==> src/rtl/pwmfp_pkg.sv <==
package pwmfp_pkg;
  localparam int unsigned N_FAULT = 4;
  localparam int unsigned N_GEN   = 3;
  localparam int unsigned N_SRC   = N_FAULT + N_GEN;
  localparam int unsigned SYNC_STAGES = 2;
  localparam logic ADDR_FLAGS = 1'b0;
  localparam logic ADDR_ENAB  = 1'b1;
endpackage

==> src/rtl/pwmfp_rstsync.sv <==
module pwmfp_rstsync #(
  parameter int unsigned STAGES = 2
) (
  input  logic clk,
  input  logic rst_n,
  output logic rst_sync_n
);
  logic [STAGES-1:0] chain_q;
  logic [STAGES-1:0] chain_d;

  always_comb begin
    chain_d = {chain_q[STAGES-2:0], 1'b1};
  end

  always_ff @(posedge clk or negedge rst_n) begin
    if (!rst_n) chain_q <= '0;
    else        chain_q <= chain_d;
  end

  assign rst_sync_n = chain_q[STAGES-1];
endmodule

==> src/rtl/pwmfp_sync.sv <==
module pwmfp_sync #(
  parameter int unsigned WIDTH  = 4,
  parameter int unsigned STAGES = 2
) (
  input  logic             clk,
  input  logic             rst_n,
  input  logic [WIDTH-1:0] async_in,
  output logic [WIDTH-1:0] sync_out
);
  logic [STAGES-1:0] stage_q [WIDTH];

  for (genvar i = 0; i < WIDTH; i++) begin : g_bit
    logic [STAGES-1:0] stage_d;
    always_comb begin
      stage_d = {stage_q[i][STAGES-2:0], async_in[i]};
    end
    always_ff @(posedge clk or negedge rst_n) begin
      if (!rst_n) stage_q[i] <= '0;
      else        stage_q[i] <= stage_d;
    end
    assign sync_out[i] = stage_q[i][STAGES-1];
  end
endmodule

==> src/rtl/pwmfp_flags.sv <==
module pwmfp_flags #(
  parameter int unsigned WIDTH = 7
) (
  input  logic             clk,
  input  logic             rst_n,
  input  logic [WIDTH-1:0] set_ev,
  input  logic             clr_we,
  input  logic [WIDTH-1:0] clr_mask,
  output logic [WIDTH-1:0] flags
);
  logic [WIDTH-1:0] flags_d;
  logic [WIDTH-1:0] clr_eff;

  always_comb begin
    clr_eff = clr_we ? clr_mask : '0;
    flags_d = (flags & ~clr_eff) | set_ev;
  end

  always_ff @(posedge clk or negedge rst_n) begin
    if (!rst_n) flags <= '0;
    else        flags <= flags_d;
  end
endmodule

==> src/rtl/pwmfp_release.sv <==
module pwmfp_release #(
  parameter int unsigned N_CH = 4
) (
  input  logic            clk,
  input  logic            rst_n,
  input  logic [N_CH-1:0] fault_s,
  input  logic            gen_en,
  input  logic            half_stb,
  output logic [N_CH-1:0] dis
);
  logic            rel_ok;
  logic [N_CH-1:0] dis_d;

  always_comb begin
    rel_ok = gen_en ? half_stb : 1'b1;
  end

  for (genvar i = 0; i < N_CH; i++) begin : g_ch
    always_comb begin
      if (fault_s[i])      dis_d[i] = 1'b1;
      else if (rel_ok)     dis_d[i] = 1'b0;
      else                 dis_d[i] = dis[i];
    end
  end

  always_ff @(posedge clk or negedge rst_n) begin
    if (!rst_n) dis <= '0;
    else        dis <= dis_d;
  end
endmodule

==> src/rtl/pwmfp_irq.sv <==
module pwmfp_irq
  import pwmfp_pkg::*;
#(
  parameter int unsigned NF = N_FAULT,
  parameter int unsigned NG = N_GEN
) (
  input  logic             clk,
  input  logic             rst_n,
  input  logic             reg_addr,
  input  logic             reg_wr,
  input  logic [NF+NG-1:0] reg_wdata,
  output logic [NF+NG-1:0] reg_rdata,
  input  logic [NF-1:0]    fault_in,
  input  logic [NG-1:0]    reload_stb,
  input  logic             gen_en,
  input  logic             half_stb,
  input  logic [NF-1:0]    sw_ctl,
  input  logic [NF-1:0]    sw_val,
  input  logic [NF-1:0]    pwm_val,
  output logic [NF-1:0]    ch_dis,
  output logic [NF-1:0]    pin_out,
  output logic             irq
);
  localparam int unsigned NS = NF + NG;

  logic          rst_sync_n;
  logic [NF-1:0] fault_s;
  logic [NS-1:0] set_ev;
  logic [NS-1:0] flags;
  logic [NS-1:0] enables;
  logic [NS-1:0] enables_d;
  logic          en_we;
  logic          flag_we;

  pwmfp_rstsync #(.STAGES(SYNC_STAGES)) u_rst (
    .clk(clk), .rst_n(rst_n), .rst_sync_n(rst_sync_n)
  );

  pwmfp_sync #(.WIDTH(NF), .STAGES(SYNC_STAGES)) u_sync (
    .clk(clk), .rst_n(rst_sync_n), .async_in(fault_in), .sync_out(fault_s)
  );

  assign set_ev  = {reload_stb, fault_s};
  assign flag_we = reg_wr && (reg_addr == ADDR_FLAGS);
  assign en_we   = reg_wr && (reg_addr == ADDR_ENAB);

  pwmfp_flags #(.WIDTH(NS)) u_flags (
    .clk(clk), .rst_n(rst_sync_n), .set_ev(set_ev),
    .clr_we(flag_we), .clr_mask(reg_wdata), .flags(flags)
  );

  pwmfp_release #(.N_CH(NF)) u_rel (
    .clk(clk), .rst_n(rst_sync_n), .fault_s(fault_s),
    .gen_en(gen_en), .half_stb(half_stb), .dis(ch_dis)
  );

  always_comb begin
    enables_d = en_we ? reg_wdata : enables;
  end

  always_ff @(posedge clk or negedge rst_sync_n) begin
    if (!rst_sync_n) enables <= '0;
    else             enables <= enables_d;
  end

  always_comb begin
    reg_rdata = (reg_addr == ADDR_ENAB) ? enables : flags;
    irq       = |(flags & enables);
  end

  for (genvar i = 0; i < NF; i++) begin : g_pin
    always_comb begin
      if (ch_dis[i])     pin_out[i] = 1'b0;
      else if (sw_ctl[i]) pin_out[i] = sw_val[i];
      else               pin_out[i] = pwm_val[i];
    end
  end
endmodule

==> config.mk <==
export PLATFORM = sky130hd
export DESIGN_NAME = pwmfp_irq
export DESIGN_NICKNAME = d
export VERILOG_FILES = /design/src/rtl/pwmfp_pkg.sv /design/src/rtl/pwmfp_rstsync.sv /design/src/rtl/pwmfp_sync.sv /design/src/rtl/pwmfp_flags.sv /design/src/rtl/pwmfp_release.sv /design/src/rtl/pwmfp_irq.sv
export SDC_FILE = /design/constraint.sdc
export NUM_CORES = 1
export LEC_CHECK = 0
export ABC_AREA = 1
export BUFFER_PORTS_ARGS = -buffer_cell sky130_fd_sc_hd__buf_4
export CELL_PAD_IN_SITES_DETAIL_PLACEMENT = 1
export CELL_PAD_IN_SITES_GLOBAL_PLACEMENT = 1
export CORE_MARGIN = 2
export CORE_UTILIZATION = 33
export CTS_CLUSTER_DIAMETER = 150
export DETAILED_ROUTE_END_ITERATION = 8
export GPL_ROUTABILITY_DRIVEN = 0
export HOLD_SLACK_MARGIN = 0.05
export PLACE_DENSITY_LB_ADDON = 0.2
export REMOVE_ABC_BUFFERS = 1
export SYNTH_ARGS = -nofsm -noshare
export SYNTH_HDL_FRONTEND = slang
export SYNTH_SLANG_ARGS = --single-unit
==> constraint.sdc <==
create_clock -name clk -period 1 [get_ports clk]
set_clock_uncertainty 0.05 [all_clocks]
set_input_delay 0.05 -clock clk [delete_from_list [all_inputs] [get_ports clk]]
set_output_delay 0.05 -clock clk [all_outputs]
set_load 0.005 [all_outputs]
[After elaboration in Yosys (flattened, before gate mapping)]
Index checks and enable logic that the tools add are counted.
Widths: inputs -> output; s select.
Cells by class
  multiplexer cells: 16
  reduce and logical (&&, ||, !) cells: 7
  bitwise operators: 5
Operators with widths (count)
  $and 7x7->7: 2
  $mux 1: 14
  $mux 7: 2
  $reduce_bool 2->1: 4
  $not 7->7: 1
  $or 7x7->7: 1
  $reduce_or 7->1: 1
  $logic_and 1x1->1: 2
  $not 1->1: 1
Word-level totals
  output and inout port bits: 16
  register bits after elaboration: 28

[Logic depth before layout (Yosys ltp)]
  word-level depth: 6
  mapped depth: 6
  mapped depth without buffers: 4

[Hierarchy]
Synthesis repeated with hierarchy kept, for this count alone.
Unflattened totals
  cells, all modules: 148
  area total of the unflattened synthesis: 1193.6 µm²
Modules (own cells, without submodules)
  pwmfp_irq: instances 1, cells an instance 85, area an instance 505.5 µm², seq. area each 175.2 µm²
  pwmfp_flags: instances 1, cells an instance 35, area an instance 280.3 µm², seq. area each 175.2 µm²
  pwmfp_sync: instances 1, cells an instance 8, area an instance 200.2 µm², seq. area each 200.2 µm²
  pwmfp_release: instances 1, cells an instance 17, area an instance 153.9 µm², seq. area each 100.1 µm²
  pwmfp_rstsync: instances 1, cells an instance 3, area an instance 53.8 µm², seq. area each 50.0 µm²

[Worst setup path after synthesis]
Ideal clock, no wire load.
  kind: register to output
  from: register enables[4]
  to: output port irq
  arrival: 0.615 ns
  path buffers: 0
  path slack: 0.285 ns
  required time: 0.900 ns
  stages on the path, launching flop included: 5
  cell sequence: dfrtp_1 nand2_1 nand2_1 nor2_1 nand2_1
Between the ends
  cells in the longest elaborated chain, start to end: 2
Ends and longest elaborated chain
  start: declaration: line pwmfp_irq.sv:30  | logic [NS-1:0] enables;
  start signal: assignment: line pwmfp_irq.sv:63  | else enables <= enables_d;
  $and 7x7->7: line pwmfp_irq.sv:68  | irq = |(flags & enables);
  $reduce_or 7->1: line pwmfp_irq.sv:68
  end: declaration: line pwmfp_irq.sv:22  | output logic irq
No other way between the ends.

[Worst setup path in the final report]
  from: register enables[2]
  to: output port irq
The elaborated chain is that of the path after synthesis.

==> reports/metrics.cfg <==
[sta]
setup_viol = 21
grt_setup_unrepaired = yes
hold_viol = 0
drv_slew = 0
fin_ws_ns = -0.366
fin_crit_sh_pct = 137
final.min_clock_period_ns = 1.37
fmax_mhz = 732

[detailed_routing]
drtPass1Iterations = 4
avgViaCountPerCell = 4.62
drtIter0Drc = 58
wl_mm = 4.35
routedWlPerCell_um = 15.6
postRouteAntennaNets = 0
drcViolationCount = 0
num_vias = 1285

[cells_and_area]
n_fill_cell = 415
antenna_cells = 0
final_area_um2 = 2090
drive_gt1_share_pct = 38.8
fin_util_pct = 61.1
final_cells = 278
multi_input_comb_area_um2 = 442
seq_area_um2 = 701
mostFrequentLayoutCells = buf_4, nand2_1, dfrtp_1
final_common_cell = buf_4
nets = 265
areaGrowthSynthToFinish_pct = 73.0

[global_routing]
grt_busiest_layer = met2
use_met2_pct = 38.3
grt_overflow = 0
grtUsageMet1_pct = 22.1
antenna_found_initial = 0
grtUsageMet3_pct = 4.34
grt_pass1_vias = 1404
grt_use_total_pct = 20.0
grt_max_degree = 27
grt_pass1_wl_mm = 6.29

[yosys]
syn_inst = 145
synthDistinctLibCells = 12
synth_seq_cells = 28
ys_seq_area_share_pct = 58.0
syn-cell-area_um2 = 1210
ys_warn_count = 0
syn_area_per_cell_um2 = 8.33

[worst_setup_path]
reg2reg_to = u_flags.flags[1]$_DFF_PN0_
path_max_fanout = 3
startpoint = enables[2]$_DFFE_PN0P_
r2r-start = u_flags.flags[1]$_DFF_PN0_
ff2ff_setup_slack_ns = 0.09
cp.arrival_ns = 1.27
rr_worst_depth = 4
crit_path_end_kind = output port
cp-start-kind = flip-flop
crit_required_ns = 0.90
crit_path_end = irq
path_class = flip-flop to output port

[die]
boundaryPins = 48
fp.dieW_um = 64.5
die_area_um2 = 4160
start_util_pct = 35.3
core-area_um2 = 3420
fp-row-count = 21
fp.dieH_um = 64.5

[cts]
clk_pin_slew_worst_paths_ns = 0.14
cts_made_buffers = 3
htree_num_levels = 1
clockBufferDepth = 2
clk_latency_ns = 0.33
clockRootBuffer = clkbuf_4
cts_tree = yes
cts_sinks = 28

[pwr]
leakage_nw = 1.13
clkPwrFrac_pct = 27.2
p_sw_w = 0.000702
swShare_pct = 26.0
peakVddDrop_v = 0.000887
p_int_w = 0.00200
p_per_area_nw_per_um2 = 1290
comb_power_share_pct = 25.8
seq_power_share_pct = 47.0

[hold_path]
min_path_type = primary input to flip-flop

[place]
port-buffer-count = 47
placed_cell_area_um2 = 1580
placedCellCount = 235
dp_hpwl_mm = 2.22

[flow_run]
drv_cap = 0

[status]
violations = negative setup slack
outcome = finished, violations left

==> cell type report <==
class,instances,share of cell area (%)
multi-input cells,95,21.2
flip-flops and latches,28,33.6
inverters,18,3.48
repair buffers,87,36.5
clock buffers,3,1.08
clock inverters,1,1.44
well taps,46,2.76
==> flip-flops by register name, indices dropped and copies added, names as in the netlist <==
| name | count |
|---|---|
| u_flags.flags | 7 |
| enables | 7 |
| u_sync.sync_out | 4 |
| u_rst.chain_q | 2 |
| u_rel.dis | 4 |
| u_sync.g_bit.stage_d | 4 |
==> timing repair <==
action,in CTS,in global routing
resized for setup,9,32
hold buffers,21,2
hold endpoints to repair,24,6
cloned,0,0
pin swaps,8,8
endpoints found under the setup margin,13,28
setup buffers,11,7
==> power by group through the flow <==
| stage | Combinational (W) | Clock, W | Sequential (W) |
|---|---|---|---|
| after CTS | 0.000574 | 0.000766 | 0.00125 |
| after detailed placement | 0.000427 | 0 | 0.00128 |
| after global placement | 0.000409 | 0 | 0.00128 |
| after global routing | 0.000764 | 0.000797 | 0.00128 |
| after floorplan | 0.000161 | 0 | 0.00129 |
| final | 0.000696 | 0.000736 | 0.00127 |
==> synth_stat cells <==
cell | number | area [um2]
buf_4 | 1 | 7.51
buf_6 | 2 | 22.5
buf_8 | 1 | 15.0
conb_1 | 1 | 3.75
dfrtp_1 | 28 | 701
inv_1 | 17 | 63.8
inv_6 | 1 | 8.76
nand2_1 | 62 | 233
nand3_1 | 13 | 65.1
nand3_2 | 1 | 10.0
nor2_1 | 10 | 37.5
o21ai_0 | 8 | 40.0
==> cell families (layout without fill, tap and decap cells) <==
group	Yosys count	count (layout)	synth area share [%]
and+or+nand+nor	86	86	28.6
DFF	28	28	58.0
AOI/OAI and AO/OA	8	8	3.32
buffers and inverters	22	109	9.74
other	1	1	0.311
==> worst max-delay path, cell delays in order (launching register included) <==
cell     delay [ns]
dfrtp_1        0.43
nand2_1        0.10
inv_1          0.06
nor2_2         0.12
nand2_1        0.08
buf_4          0.14
==> worst min path at each step <==
stage               cells past startpoint     start  slack (ns)                          to
detailed placement                      1     rst_n       -0.22  u_rst.chain_q[0]$_DFF_PN0_
global placement                        1     rst_n       -0.22  u_rst.chain_q[0]$_DFF_PN0_
finish                                  4    reg_wr        0.16      enables[3]$_DFFE_PN0P_
floorplan                               0     rst_n       -0.30  u_rst.chain_q[0]$_DFF_PN0_
CTS                                     5  reg_addr        0.09  u_flags.flags[4]$_DFF_PN0_
global route                            5  reg_addr        0.17  u_flags.flags[4]$_DFF_PN0_
==> through the flow <==
stage          hold WS [ns]  power [W]  TNS [ns]  worst slack (ns)
6_report              0.157    0.00270     -3.13            -0.366
5_1_grt               0.168    0.00284     -4.17            -0.436
4_1_cts              0.0902    0.00259     -3.16            -0.306
3_5_place_dp         -0.215    0.00171         0             0.108
3_3_place_gp         -0.217    0.00169         0             0.109
2_1_floorplan        -0.296    0.00145         0             0.114
==> metal layers <==
metal	vias to the layer above	routed length (um)
li1	612	-
met1	632	1740
met2	35	2430
met3	6	131
met4	0	50
met5	-	0
No activity file was read; power rests on OpenSTA's default activity.
